**src/rtl/xfm_pkg.sv**
```systemverilog
package xfm_pkg;

  typedef enum logic [2:0] {
    MODE_NORMAL  = 3'd0,
    MODE_LISTEN  = 3'd1,
    MODE_STANDBY = 3'd2,
    MODE_GOSLEEP = 3'd3,
    MODE_SLEEP   = 3'd4
  } op_mode_e;

  localparam int unsigned SYNC_W = 4;
  localparam int unsigned SYN_TXD = 0;
  localparam int unsigned SYN_RXD = 1;
  localparam int unsigned SYN_BDOM = 2;
  localparam int unsigned SYN_BSHORT = 3;

endpackage

```
**src/rtl/xfm_sync.sv**
```systemverilog
module xfm_sync #(
  parameter int unsigned WIDTH = 1,
  parameter int unsigned STAGES = 2,
  parameter logic [WIDTH-1:0] RST_VAL = '0
) (
  input  logic             clk,
  input  logic             rst_n,
  input  logic [WIDTH-1:0] d_i,
  output logic [WIDTH-1:0] q_o
);

  logic [WIDTH-1:0] stage_q [STAGES];

  for (genvar s = 0; s < STAGES; s++) begin : g_stage
    logic [WIDTH-1:0] stage_d;
    if (s == 0) begin : g_first
      assign stage_d = d_i;
    end else begin : g_next
      assign stage_d = stage_q[s-1];
    end
    always_ff @(posedge clk or negedge rst_n) begin
      if (!rst_n) stage_q[s] <= RST_VAL;
      else        stage_q[s] <= stage_d;
    end
  end

  assign q_o = stage_q[STAGES-1];

endmodule

```
**src/rtl/xfm_dwell_timer.sv**
```systemverilog
module xfm_dwell_timer #(
  parameter int unsigned LIMIT = 9600
) (
  input  logic clk,
  input  logic rst_n,
  input  logic level_i,
  output logic hit_o
);

  localparam int unsigned CW = $clog2(LIMIT + 1);
  localparam logic [CW-1:0] LIM = CW'(LIMIT);

  logic [CW-1:0] cnt_q, cnt_d;
  logic          cnt_en;

  always_comb begin
    cnt_en = 1'b0;
    cnt_d  = cnt_q;
    if (!level_i) begin
      cnt_en = (cnt_q != '0);
      cnt_d  = '0;
    end else if (cnt_q != LIM) begin
      cnt_en = 1'b1;
      cnt_d  = cnt_q + 1'b1;
    end
  end

  always_ff @(posedge clk or negedge rst_n) begin
    if (!rst_n)      cnt_q <= '0;
    else if (cnt_en) cnt_q <= cnt_d;
  end

  assign hit_o = (cnt_q == LIM);

endmodule

```
**src/rtl/xfm_local_fail.sv**
```systemverilog
module xfm_local_fail (
  input  logic clk,
  input  logic rst_n,
  input  logic active_i,
  input  logic txd_to_i,
  input  logic rxd_clamp_i,
  input  logic overtemp_i,
  input  logic txrx_short_i,
  input  logic bus_to_i,
  input  logic clear_evt_i,
  output logic block_o,
  output logic flag_o
);

  logic cause_now;
  logic set_evt;
  logic latch_q, latch_d, latch_en;

  assign cause_now = txd_to_i | rxd_clamp_i | overtemp_i | txrx_short_i;
  assign set_evt   = active_i & cause_now;

  always_comb begin
    latch_en = 1'b0;
    latch_d  = latch_q;
    if (set_evt) begin
      latch_en = 1'b1;
      latch_d  = 1'b1;
    end else if (clear_evt_i && !cause_now) begin
      latch_en = 1'b1;
      latch_d  = 1'b0;
    end
  end

  always_ff @(posedge clk or negedge rst_n) begin
    if (!rst_n)        latch_q <= 1'b0;
    else if (latch_en) latch_q <= latch_d;
  end

  assign block_o = latch_q;
  assign flag_o  = latch_q | (active_i & bus_to_i);

endmodule

```
**src/rtl/xfm_txd_edges.sv**
```systemverilog
module xfm_txd_edges #(
  parameter int unsigned EDGE_LIMIT = 4,
  parameter int unsigned SHORT_RUNS = 4
) (
  input  logic clk,
  input  logic rst_n,
  input  logic txd_s_i,
  input  logic bus_short_s_i,
  input  logic normal_i,
  input  logic drive_i,
  input  logic restart_i,
  output logic edges_done_o,
  output logic bus_fail_o
);

  localparam int unsigned ECW = $clog2(EDGE_LIMIT + 1);
  localparam int unsigned SCW = $clog2(SHORT_RUNS + 1);
  localparam logic [ECW-1:0] E_MAX = ECW'(EDGE_LIMIT);
  localparam logic [SCW-1:0] S_MAX = SCW'(SHORT_RUNS);
  localparam logic [SCW-1:0] S_LAST = SCW'(SHORT_RUNS - 1);

  logic           txd_prev_q;
  logic           rise;
  logic [ECW-1:0] edge_q, edge_d;
  logic [SCW-1:0] run_q, run_d;
  logic           seen_q, seen_d;
  logic           fail_q, fail_d;

  assign rise = txd_s_i & ~txd_prev_q;

  always_comb begin
    edge_d = edge_q;
    run_d  = run_q;
    seen_d = seen_q;
    fail_d = fail_q;
    if (restart_i) begin
      edge_d = '0;
      run_d  = '0;
      seen_d = 1'b0;
      fail_d = 1'b0;
    end else if (rise) begin
      seen_d = 1'b0;
      if (normal_i) begin
        if (edge_q != E_MAX) edge_d = edge_q + 1'b1;
        if (!seen_q)             run_d = '0;
        else if (run_q != S_MAX) run_d = run_q + 1'b1;
        if (seen_q && run_q == S_LAST) fail_d = 1'b1;
      end
    end else if (normal_i && drive_i && !txd_s_i && bus_short_s_i) begin
      seen_d = 1'b1;
    end
  end

  always_ff @(posedge clk or negedge rst_n) begin
    if (!rst_n) begin
      txd_prev_q <= 1'b1;
      edge_q     <= '0;
      run_q      <= '0;
      seen_q     <= 1'b0;
      fail_q     <= 1'b0;
    end else begin
      txd_prev_q <= txd_s_i;
      edge_q     <= edge_d;
      run_q      <= run_d;
      seen_q     <= seen_d;
      fail_q     <= fail_d;
    end
  end

  assign edges_done_o = (edge_q == E_MAX);
  assign bus_fail_o   = fail_q;

endmodule

```
**src/rtl/xcvr_fault_mon.sv**
```systemverilog
module xcvr_fault_mon
  import xfm_pkg::*;
#(
  parameter int unsigned TXD_TO_CYC  = 9600,
  parameter int unsigned BUS_TO_CYC  = 9600,
  parameter int unsigned EDGE_LIMIT  = 4,
  parameter int unsigned SHORT_RUNS  = 4,
  parameter int unsigned SYNC_STAGES = 2
) (
  input  logic       clk,
  input  logic       rst_n,
  input  logic       txd_i,
  input  logic       rxd_i,
  input  logic       bus_dom_i,
  input  logic       bus_short_i,
  input  logic       overtemp_i,
  input  logic       txrx_short_i,
  input  logic [2:0] mode_i,
  input  logic       wake_src_i,
  output logic       tx_en_o,
  output logic       local_fail_o,
  output logic       bus_fail_o,
  output logic       err_n_o
);

  localparam logic [SYNC_W-1:0] SYNC_RST = SYNC_W'(4'b0011);

  logic [SYNC_W-1:0] raw_vec, syn_vec;
  logic txd_s, rxd_s, bdom_s, bshort_s;

  assign raw_vec[SYN_TXD]    = txd_i;
  assign raw_vec[SYN_RXD]    = rxd_i;
  assign raw_vec[SYN_BDOM]   = bus_dom_i;
  assign raw_vec[SYN_BSHORT] = bus_short_i;

  xfm_sync #(
    .WIDTH  (SYNC_W),
    .STAGES (SYNC_STAGES),
    .RST_VAL(SYNC_RST)
  ) u_sync (
    .clk  (clk),
    .rst_n(rst_n),
    .d_i  (raw_vec),
    .q_o  (syn_vec)
  );

  assign txd_s    = syn_vec[SYN_TXD];
  assign rxd_s    = syn_vec[SYN_RXD];
  assign bdom_s   = syn_vec[SYN_BDOM];
  assign bshort_s = syn_vec[SYN_BSHORT];

  // Mode history
  logic [2:0] mode_q;
  logic       from_normal_q, from_normal_d;
  logic       is_normal, is_listen, active, enter_normal;

  assign is_normal    = (mode_i == MODE_NORMAL);
  assign is_listen    = (mode_i == MODE_LISTEN);
  assign active       = is_normal | is_listen;
  assign enter_normal = is_normal & (mode_q != MODE_NORMAL);

  always_comb begin
    from_normal_d = 1'b0;
    if (is_normal)      from_normal_d = 1'b1;
    else if (is_listen) from_normal_d = from_normal_q;
  end

  always_ff @(posedge clk or negedge rst_n) begin
    if (!rst_n) begin
      mode_q        <= MODE_STANDBY;
      from_normal_q <= 1'b0;
    end else begin
      mode_q        <= mode_i;
      from_normal_q <= from_normal_d;
    end
  end

  // Dominant dwell timers
  logic txd_to_hit, bus_to_hit;

  xfm_dwell_timer #(.LIMIT(TXD_TO_CYC)) u_txd_to (
    .clk    (clk),
    .rst_n  (rst_n),
    .level_i(~txd_s),
    .hit_o  (txd_to_hit)
  );

  xfm_dwell_timer #(.LIMIT(BUS_TO_CYC)) u_bus_to (
    .clk    (clk),
    .rst_n  (rst_n),
    .level_i(bdom_s),
    .hit_o  (bus_to_hit)
  );

  // Local failure handling
  logic rxd_clamp, clear_evt, tx_block;

  assign rxd_clamp = bdom_s & rxd_s;
  assign clear_evt = enter_normal | (~rxd_s & txd_s);

  xfm_local_fail u_local (
    .clk         (clk),
    .rst_n       (rst_n),
    .active_i    (active),
    .txd_to_i    (txd_to_hit),
    .rxd_clamp_i (rxd_clamp),
    .overtemp_i  (overtemp_i),
    .txrx_short_i(txrx_short_i),
    .bus_to_i    (bus_to_hit),
    .clear_evt_i (clear_evt),
    .block_o     (tx_block),
    .flag_o      (local_fail_o)
  );

  assign tx_en_o = is_normal & ~tx_block;

  // Transmit edge counting and bus short qualification
  logic edges_done;

  xfm_txd_edges #(
    .EDGE_LIMIT(EDGE_LIMIT),
    .SHORT_RUNS(SHORT_RUNS)
  ) u_edges (
    .clk          (clk),
    .rst_n        (rst_n),
    .txd_s_i      (txd_s),
    .bus_short_s_i(bshort_s),
    .normal_i     (is_normal),
    .drive_i      (tx_en_o),
    .restart_i    (enter_normal),
    .edges_done_o (edges_done),
    .bus_fail_o   (bus_fail_o)
  );

  // Error output selection
  always_comb begin
    err_n_o = 1'b1;
    if (is_normal)      err_n_o = edges_done ? ~bus_fail_o : ~wake_src_i;
    else if (is_listen) err_n_o = from_normal_q ? ~local_fail_o : 1'b1;
  end

endmodule

```
**config.mk**
```make
export PLATFORM = sky130hd
export DESIGN_NAME = xcvr_fault_mon
export DESIGN_NICKNAME = d
export VERILOG_FILES = /design/src/rtl/xfm_pkg.sv /design/src/rtl/xfm_sync.sv /design/src/rtl/xfm_dwell_timer.sv /design/src/rtl/xfm_local_fail.sv /design/src/rtl/xfm_txd_edges.sv /design/src/rtl/xcvr_fault_mon.sv
export SDC_FILE = /design/constraint.sdc
export NUM_CORES = 1
export LEC_CHECK = 0
export BUFFER_PORTS_ARGS = -buffer_cell sky130_fd_sc_hd__buf_4
export CAP_MARGIN = 20
export CORE_MARGIN = 10
export CORE_UTILIZATION = 50
export CTS_CLUSTER_SIZE = 10
export DETAILED_ROUTE_END_ITERATION = 10
export PLACE_DENSITY = 0.79
export SYNTH_ARGS = -nofsm -noshare
export SYNTH_HDL_FRONTEND = slang
export SYNTH_SLANG_ARGS = --single-unit
```
**constraint.sdc**
```tcl
create_clock -name clk -period 3.1 [get_ports clk]
set_clock_uncertainty 0.15 [all_clocks]
set_input_delay 0.31 -clock clk [delete_from_list [all_inputs] [get_ports clk]]
set_output_delay 0.31 -clock clk [all_outputs]
set_load 0.02 [all_outputs]
```
* Word-level counts from Yosys, hierarchy flattened *
Cells that the tools add are included.

storage, ports and cells
  output and inout bits = 4
  logic and storage cells = 105
  register bits after elaboration = 50

cells by class
  bitwise logic cells = 19
  mux-type cells = 34
  equal/unequal tests = 12
  add/sub/neg operators = 4
  reductions and logical operators = 24

operator list
  kind                                            count
  2-to-1 mux 14 bit                               4
  adder 14 x 1 -> 14 bit (second input constant)  2
  == test 14 bit (second input constant)          2
  != test 14 bit (second input constant)          2
  nonzero test 14 bit                             2
  2-to-1 mux 3 bit                                9
  2-to-1 mux 1 bit                                21
  nonzero test 2 bit                              6
  != test 3 bit (second input constant)           3
  AND reduction 3 bit                             3
  AND 1 bit                                       7
  adder 3 x 1 -> 3 bit (second input constant)    2
  NOT 1 bit                                       6
  bitwise OR 1 bit                                6
  AND reduction 2 bit                             3
  nonzero test 3 bit                              2
  logical AND 1 bit                               5
  == test 3 x 1 -> 1 bit (second input constant)  1
  == test 3 x 2 -> 1 bit (second input constant)  1
  == test 3 bit (second input constant)           1
  logical NOT 3 bit                               1
  logical NOT 1 bit                               2
  != test 2 x 1 -> 1 bit (second input constant)  1
  != test 2 bit (second input constant)           1

* Depth between registers and ports, before layout *
Gate-level depths: netlist of the first run.

  depth after elaboration = 9
  mapped depth = 7
  depth with buffers taken out = 6

* Hierarchy *
From an unflattened synthesis of the first run, not the netlist that was laid out.

unflattened totals
  cell total of the unflattened synthesis = 245
  area total of the unflattened synthesis = 2,519.9 µm²

by module, submodules not included
  module           area an instance (µm²)  cells each  sequential area each (µm²)  instances
  xfm_dwell_timer  772.0                   81          350.3                       2
  xfm_txd_edges    509.2                   50          226.5                       1
  xfm_sync         205.2                   8           205.2                       1
  xcvr_fault_mon   192.7                   17          101.3                       1
  xfm_local_fail   68.8                    8           25.0                        1

* Worst setup path before layout of the first run *
No wires, ideal clock.

  path type = register to output
  start point = register u_bus_to.cnt_q[0]
  end point = output err_n_o
  setup slack = 679 ps
  data required time = 2,640 ps
  stages on the path, launching flop included = 8
  path buffers = 1
  data arrival time = 1,961 ps
  cell sequence = dfrtp_1 inv_1 ha_1 or3b_2 or4_1 buf_2 or2b_1 a41oi_1

between the ends
  cells in the longest elaborated chain, start to end = 7

ends and longest elaborated chain
  what                           RTL line               text
  start, declared                xfm_dwell_timer.sv:13  logic [CW-1:0] cnt_q, cnt_d;
  start signal, assigned         xfm_dwell_timer.sv:30  else if (cnt_en) cnt_q <= cnt_d;
  == test 14 bit                 xfm_dwell_timer.sv:33  assign hit_o = (cnt_q == LIM);
  AND 1 bit                      xfm_local_fail.sv:40   assign flag_o = latch_q | (active_i & bus_to_i);
  bitwise OR 1 bit               xfm_local_fail.sv:40
  NOT 1 bit                      xcvr_fault_mon.sv:139  else if (is_listen) err_n_o = from_normal_q ? ~local_fail_o : 1'b1;
  2-to-1 mux 1 bit (2 in a row)  xcvr_fault_mon.sv:139
  2-to-1 mux 1 bit               xcvr_fault_mon.sv:138  if (is_normal) err_n_o = edges_done ? ~bus_fail_o : ~wake_src_i;
  end, declared                  xcvr_fault_mon.sv:23   output logic err_n_o

Every way passes these cells.

* Worst setup path after layout of the first run *
Same ends and word-level chain as after synthesis.

==> results of run 1 <==
-- state kept, by name, indices dropped and copies added, names as in the netlist, 3 cells and up --
| register | count |
|---|---|
| u_bus_to.cnt_q | 14 |
| mode_q | 3 |
| u_sync.g_stage.stage_d | 4 |
| u_sync.q_o | 4 |
| u_txd_to.cnt_q | 14 |
| u_edges.run_q | 3 |
| u_edges.edge_q | 3 |
-- cells by family (layout without fill, tap and decap cells) --
group,after synthesis,in the layout,synth area share (%)
adders and majority gates,9,9,4.615
and+or+nand+nor,105,105,22.10
AOI/OAI and AO/OA,36,36,9.283
buffers and inverters,20,46,3.128
xor gates and xnor gates,20,20,7.180
DFF,50,50,51.59
muxes,5,5,2.103
-- metal layers --
| metal | vias up | track usage, % | wire length [um] |
|---|---|---|---|
| met1 | 892 | 15.33 | 2136 |
| met4 | 0 | 4.775 | 81 |
| met2 | 24 | 19.85 | 2223 |
| met5 | - | 0 | 0 |
| met3 | 7 | 2.328 | 136 |
| li1 | 918 | - | - |
-- stage by stage --
stage / utilization, % / power (mW)
after floorplan: - / 0.8914
after global placement: 55.47 / 0.9562
after detailed placement: 55.47 / 0.9656
after CTS: 58.86 / 1.336
after global routing: 58.86 / 1.401
final: 58.86 / 1.321
-- critical path, stage by stage (launching register included) --
cell and delay (ns):
dfrtp_1 0.44, inv_1 0.08, ha_1 0.15, or3b_2 0.46, or4_1 0.55, or2b_1 0.21, a41oi_1 0.12, buf_4 0.18
-- cell type report --
cell class	instances	area (um^2)
fillers	400	1943
flip-flops and latches	50	1259
multi-input cells	175	1105
repair buffers	23	192.7
well taps	67	83.83
clock buffers	6	72.57
inverters	16	60.06
clock inverters	1	7.507
-- cells in the final DEF, fill, tap and decap left out, drive strengths merged, types with 9 or more instances in the layout --
master,synthesis,routed
o21ai,11,11
xnor2,15,15
nor3,12,12
nor2,30,30
nand3,15,15
ha,9,9
dfrtp,44,44
a21oi,9,9
inv,15,15
nand2,12,12
buf,1,15
-- power by group through the flow --
stage	sequential (mW)	combinational, mW	clock, mW
final	0.753	0.207	0.362
after global routing	0.759	0.243	0.399
after global placement	0.759	0.197	0
after detailed placement	0.764	0.201	0
after CTS	0.751	0.210	0.374
after floorplan	0.748	0.143	0
-- repair_timing --
action	in CTS	in global routing
resized for setup	0	0
hold buffers	8	0
hold endpoints to repair	51	0
-- final timing paths --
path	start	endpoint	cells after the start
hold / removal	txrx_short_i	u_local.block_o$_DFFE_PN0P_	3
max in group asynchronous	rst_n	u_sync.g_stage[1].stage_d[2]$_DFF_PN0_	2
setup reg to reg	u_bus_to.cnt_q[0]$_DFFE_PN0P_	u_bus_to.cnt_q[4]$_DFFE_PN0P_	6
hold reg to reg	u_sync.g_stage[1].stage_d[3]$_DFF_PN0_	u_sync.q_o[3]$_DFF_PN0_	0
setup / recovery	u_bus_to.cnt_q[0]$_DFFE_PN0P_	err_n_o	7
min in group asynchronous	rst_n	u_txd_to.cnt_q[8]$_DFFE_PN0P_	2
==> metrics, run 1 <==
count leader, synth=dfrtp_1; CP Launch Type=flop; number of synthesized flops with an enable pin=0; Max-Cap Viols=0; Final min period=2.962 ns; layout cell share with drive strength beyond 1=12.55%; leakage power=1.176 nW; CTS Sinks=50; CTS tree=done; Die X=89.86 um; most common library cells after synthesis=dfrtp_1 (44), nor2_1 (30), inv_1 (15), nand3_1 (15), xnor2_1 (15); H-Tree Depth=2; vias in the first global route=1,852; RSZ-0062 raised after global routing=false; Placed Cells=323; kind of critical path=reg2out; Critical Path AT=2.50 ns; Max Slew Vio Count=0; clock power share=27.4%; yosys synthesis warning count=0; Worst VDD drop=0.2973 mV; DRC violations left=0; Post-synth top flop=dfrtp_1; Internal=945.2 uW; Synth Cell Area=0.002440 mm^2; Final Cell Area=0.002780 mm^2; Mean Syn Cell Area=9.959 um^2; Hold Violations, Final=0; area post-placement=0.002620 mm^2; switching share of power=28.46%; remaining global-route overflow=0; P_sw=376.0 uW; dpl hpwl=3.334 mm; Die H=89.86 um; top cells by area, synth=dfrtp_1 (45%), dfstp_2 (6.5%), xnor2_1 (5.4%), ha_1 (4.6%), nor2_1 (4.6%); Worst R2R Setup Slack=0.81 ns; Port Buffer Count=15; CTS buffer count=5; Worst setup EP type=output pin; Yosys top cell by area=dfrtp_1; Iteration-0 DRC Markers=108; clock latency on the worst-skew pair=0.30 ns; ys async rst share=100.0%; Setup Buffers After CTS=0; flops & latches, synth=50; post-route setup slack=0.1380 ns; nets in the synthesized netlist=266; slew margin rel.=59.29%; setup tns final=0 ns; Die ar.=0.008074 mm^2; first-pass GRT wire length=8.452 mm; pin count of the biggest net entering global routing=51; CTS Root Buffer Type=clkbuf_8; final setup vio count=0; post-DR wirelength/cell=13.54 um; routability cong.=0.8758; drt pass-1 iters=4; HP Class=in2reg; Clock Pin Slew Worst Setup and Hold Paths=0.09 ns; Total GRT Usage=12.11%; sequential share of power=57.0%; Initial Util=51.66%; Layout Cells excl Fill=338; pwr dens=475.2 mW/mm^2; core area=0.004723 mm^2; worst path required time=2.64 ns; Rows=25; Max Root-Sink Buffers=2; ANT nets after route=0; Fin Hold WS=0.1828 ns; Critical Path Fanout Max=6; Distinct cells, synth=44; share of the synthesized area in the top cell type=45.13%; Post-Synthesis Cells=245; initial antenna violation count=0; Synth-to-Final Area Change=13.95%; outcome=complete, no violations; worst slew pin tran=0.6107 ns; Total Wirelength=4.577 mm; fmax=337.6 MHz; Vias=1,841; boundary pin count=16; pre-CTS setup slack=0.4680 ns; final cycle utilization of the critical path=95.55%; ant diodes=0; vias per inst=5.447; sequential area share after synthesis=51.59%; nets=292; Comb power frac=15.7%
Note: power is estimated with default switching activity, not from simulation.
==> inputs of run 2 (changes only) <==
--- a/config.mk
+++ b/config.mk
@@ -7,6 +7,7 @@
 export LEC_CHECK = 0
 export BUFFER_PORTS_ARGS = -buffer_cell sky130_fd_sc_hd__buf_4
 export CAP_MARGIN = 20
+export CORE_ASPECT_RATIO = 1.1
 export CORE_MARGIN = 10
 export CORE_UTILIZATION = 50
 export CTS_CLUSTER_SIZE = 10
==> run 2 against run 1 <==
  * Final area is 0.58% higher
  * Core utilization is 0.83 points higher
  * Clock power is 19% higher
  * Critical endpoint unchanged
  * Critical path type unchanged
==> metrics, run 2 (synthesis results as in run 1) <==
Largest regs=u_bus_to.cnt_q (14), u_txd_to.cnt_q (14) (unchanged); post-route setup slack=0.1534 ns (was 0.1380 ns); Clock Pin Slew Worst Setup and Hold Paths=0.08 ns (was 0.09 ns); Critical Path Fanout Max=6 (unchanged); layout cell share with drive strength beyond 1=13.24% (was 12.55%); cts repair resizes=0 (unchanged); Max Root-Sink Buffers=2 (unchanged); drt pass-1 iters=4 (unchanged); routability cong.=0.8289 (was 0.8758); Critical Path AT=2.49 ns (was 2.50 ns); DRC violations left=0 (unchanged); Iteration-0 DRC Markers=94 (was 108); post-DR wirelength/cell=14.48 um (was 13.54 um); pwr dens=497.5 mW/mm^2 (was 475.2 mW/mm^2); RSZ-0062 raised after global routing=false (unchanged); H-Tree Depth=2 (unchanged); Final min period=2.947 ns (was 2.962 ns); Max-Cap Viols=0 (unchanged); clock latency on the worst-skew pair=0.30 ns (about the same); Die X=86.61 um (was 89.86 um); worst path required time=2.64 ns (about the same); most frequent cells in the layout=dfrtp_1 (44), nor2_1 (30) (unchanged); Layout Cells excl Fill=328 (was 338); setup tns final=0 ns (unchanged); Total GRT Usage=12.26% (was 12.11%); commonest non-fill, non-tap cell in the layout=dfrtp_1 (unchanged); HP Class=in2reg (unchanged); worst slew pin tran=0.6160 ns (was 0.6107 ns); Total Wirelength=4.751 mm (was 4.577 mm); CTS Sinks=50 (unchanged); final setup vio count=0 (unchanged); core area=0.004684 mm^2 (was 0.004723 mm^2); Initial Util=52.08% (was 51.66%); final cycle utilization of the critical path=95.05% (was 95.55%); CTS tree=done (unchanged); pin count of the biggest net entering global routing=51 (unchanged); CTS buffer count=5 (unchanged); pre-CTS setup slack=0.5116 ns (was 0.4680 ns); Hold Violations, Final=0 (unchanged); CTS Root Buffer Type=clkbuf_8 (unchanged); dpl hpwl=3.283 mm (was 3.334 mm); remaining global-route overflow=0 (unchanged); Vias=1,843 (was 1,841); initial antenna violation count=0 (unchanged); nets=292 (unchanged); Synth-to-Final Area Change=14.62% (was 13.95%); ANT nets after route=0 (unchanged); Max Slew Vio Count=0 (unchanged); slew margin rel.=58.93% (was 59.29%); R2R cell count=6 (unchanged); vias in the first global route=1,801 (was 1,852); Die ar.=0.008077 mm^2 (was 0.008074 mm^2); fmax=339.4 MHz (was 337.6 MHz); Placed Cells=312 (was 323); first-pass GRT wire length=8.259 mm (was 8.452 mm); boundary pin count=16 (unchanged); Rows=26 (was 25); Port Buffer Count=15 (unchanged); kind of critical path=reg2out (unchanged); Worst VDD drop=0.3130 mV (was 0.2973 mV); Die H=93.27 um (was 89.86 um); ant diodes=0 (unchanged); CP Launch Type=flop (unchanged); outcome=complete, no violations (unchanged); worst hold path depth=3 (unchanged); Worst setup EP type=output pin (unchanged); vias per inst=5.619 (was 5.447); Tot Pwr=1.391 mW (was 1.321 mW); Setup Buffers After CTS=0 (unchanged); leakage power=1.197 nW (was 1.176 nW); Post-CTS Hold Fix Bufs=8 (unchanged)
[run 2: cell count changes in the layout (fill, tap and decap cells not counted)]
cell / delta
clkbuf_1: -1
clkbuf_8: +3
clkinvlp_4: -1
[run 2: cell type report]
type / instances / area [um^2]
clock buffers: 8 / 110.1
inverters: 16 / 60.06
multi-input cells: 175 / 1105
flip-flops and latches: 50 / 1259
repair buffers: 23 / 192.7
fillers: 408 / 1888
well taps: 56 / 70.07
[run 2: final timing paths]
| check | start | to | slack (ns) |
|---|---|---|---|
| worst max-delay path | u_bus_to.cnt_q[1]$_DFFE_PN0P_ | err_n_o | 0.15 |
| worst min-delay path | overtemp_i | u_local.block_o$_DFFE_PN0P_ | 0.19 |
| worst max register to register | u_bus_to.cnt_q[1]$_DFFE_PN0P_ | u_bus_to.cnt_q[4]$_DFFE_PN0P_ | 0.83 |
| worst min register to register | u_sync.g_stage[1].stage_d[3]$_DFF_PN0_ | u_sync.q_o[3]$_DFF_PN0_ | 0.21 |
| max in group asynchronous | rst_n | u_bus_to.cnt_q[4]$_DFFE_PN0P_ | 1.97 |
| min in group asynchronous | rst_n | u_txd_to.cnt_q[8]$_DFFE_PN0P_ | 0.40 |
[run 2: metal layers]
| layer | GRT usage (%) | vias to the layer above | wire, um |
|---|---|---|---|
| li1 | - | 915 | - |
| met1 | 15.15 | 895 | 2265 |
| met2 | 19.83 | 28 | 2239 |
| met3 | 3.299 | 5 | 187 |
| met4 | 4.730 | 0 | 59 |
| met5 | 0 | - | 0 |
[run 2: power by group]
group	switching (mW)	internal, mW
sequential	0.0563	0.695
combinational	0.115	0.0952
clock	0.204	0.225
[run 2: critical path: stages (launching register included)]
cell and delay [ns]:
dfrtp_1 0.44, inv_1 0.08, ha_1 0.14, or3b_2 0.45, or4_1 0.55, or2b_1 0.21, a41oi_1 0.13, buf_4 0.18
[run 2: stage by stage]
step                      utilization, %  hold WS (ns)  area (um^2)
final                              59.70        0.1928         2796
after global routing               59.70        0.1859         2796
after CTS                          59.70        0.1820         2796
after detailed placement           55.64        0.1893         2606
after global placement             55.64        0.1847         2606
after floorplan                        -       -0.1356         2440
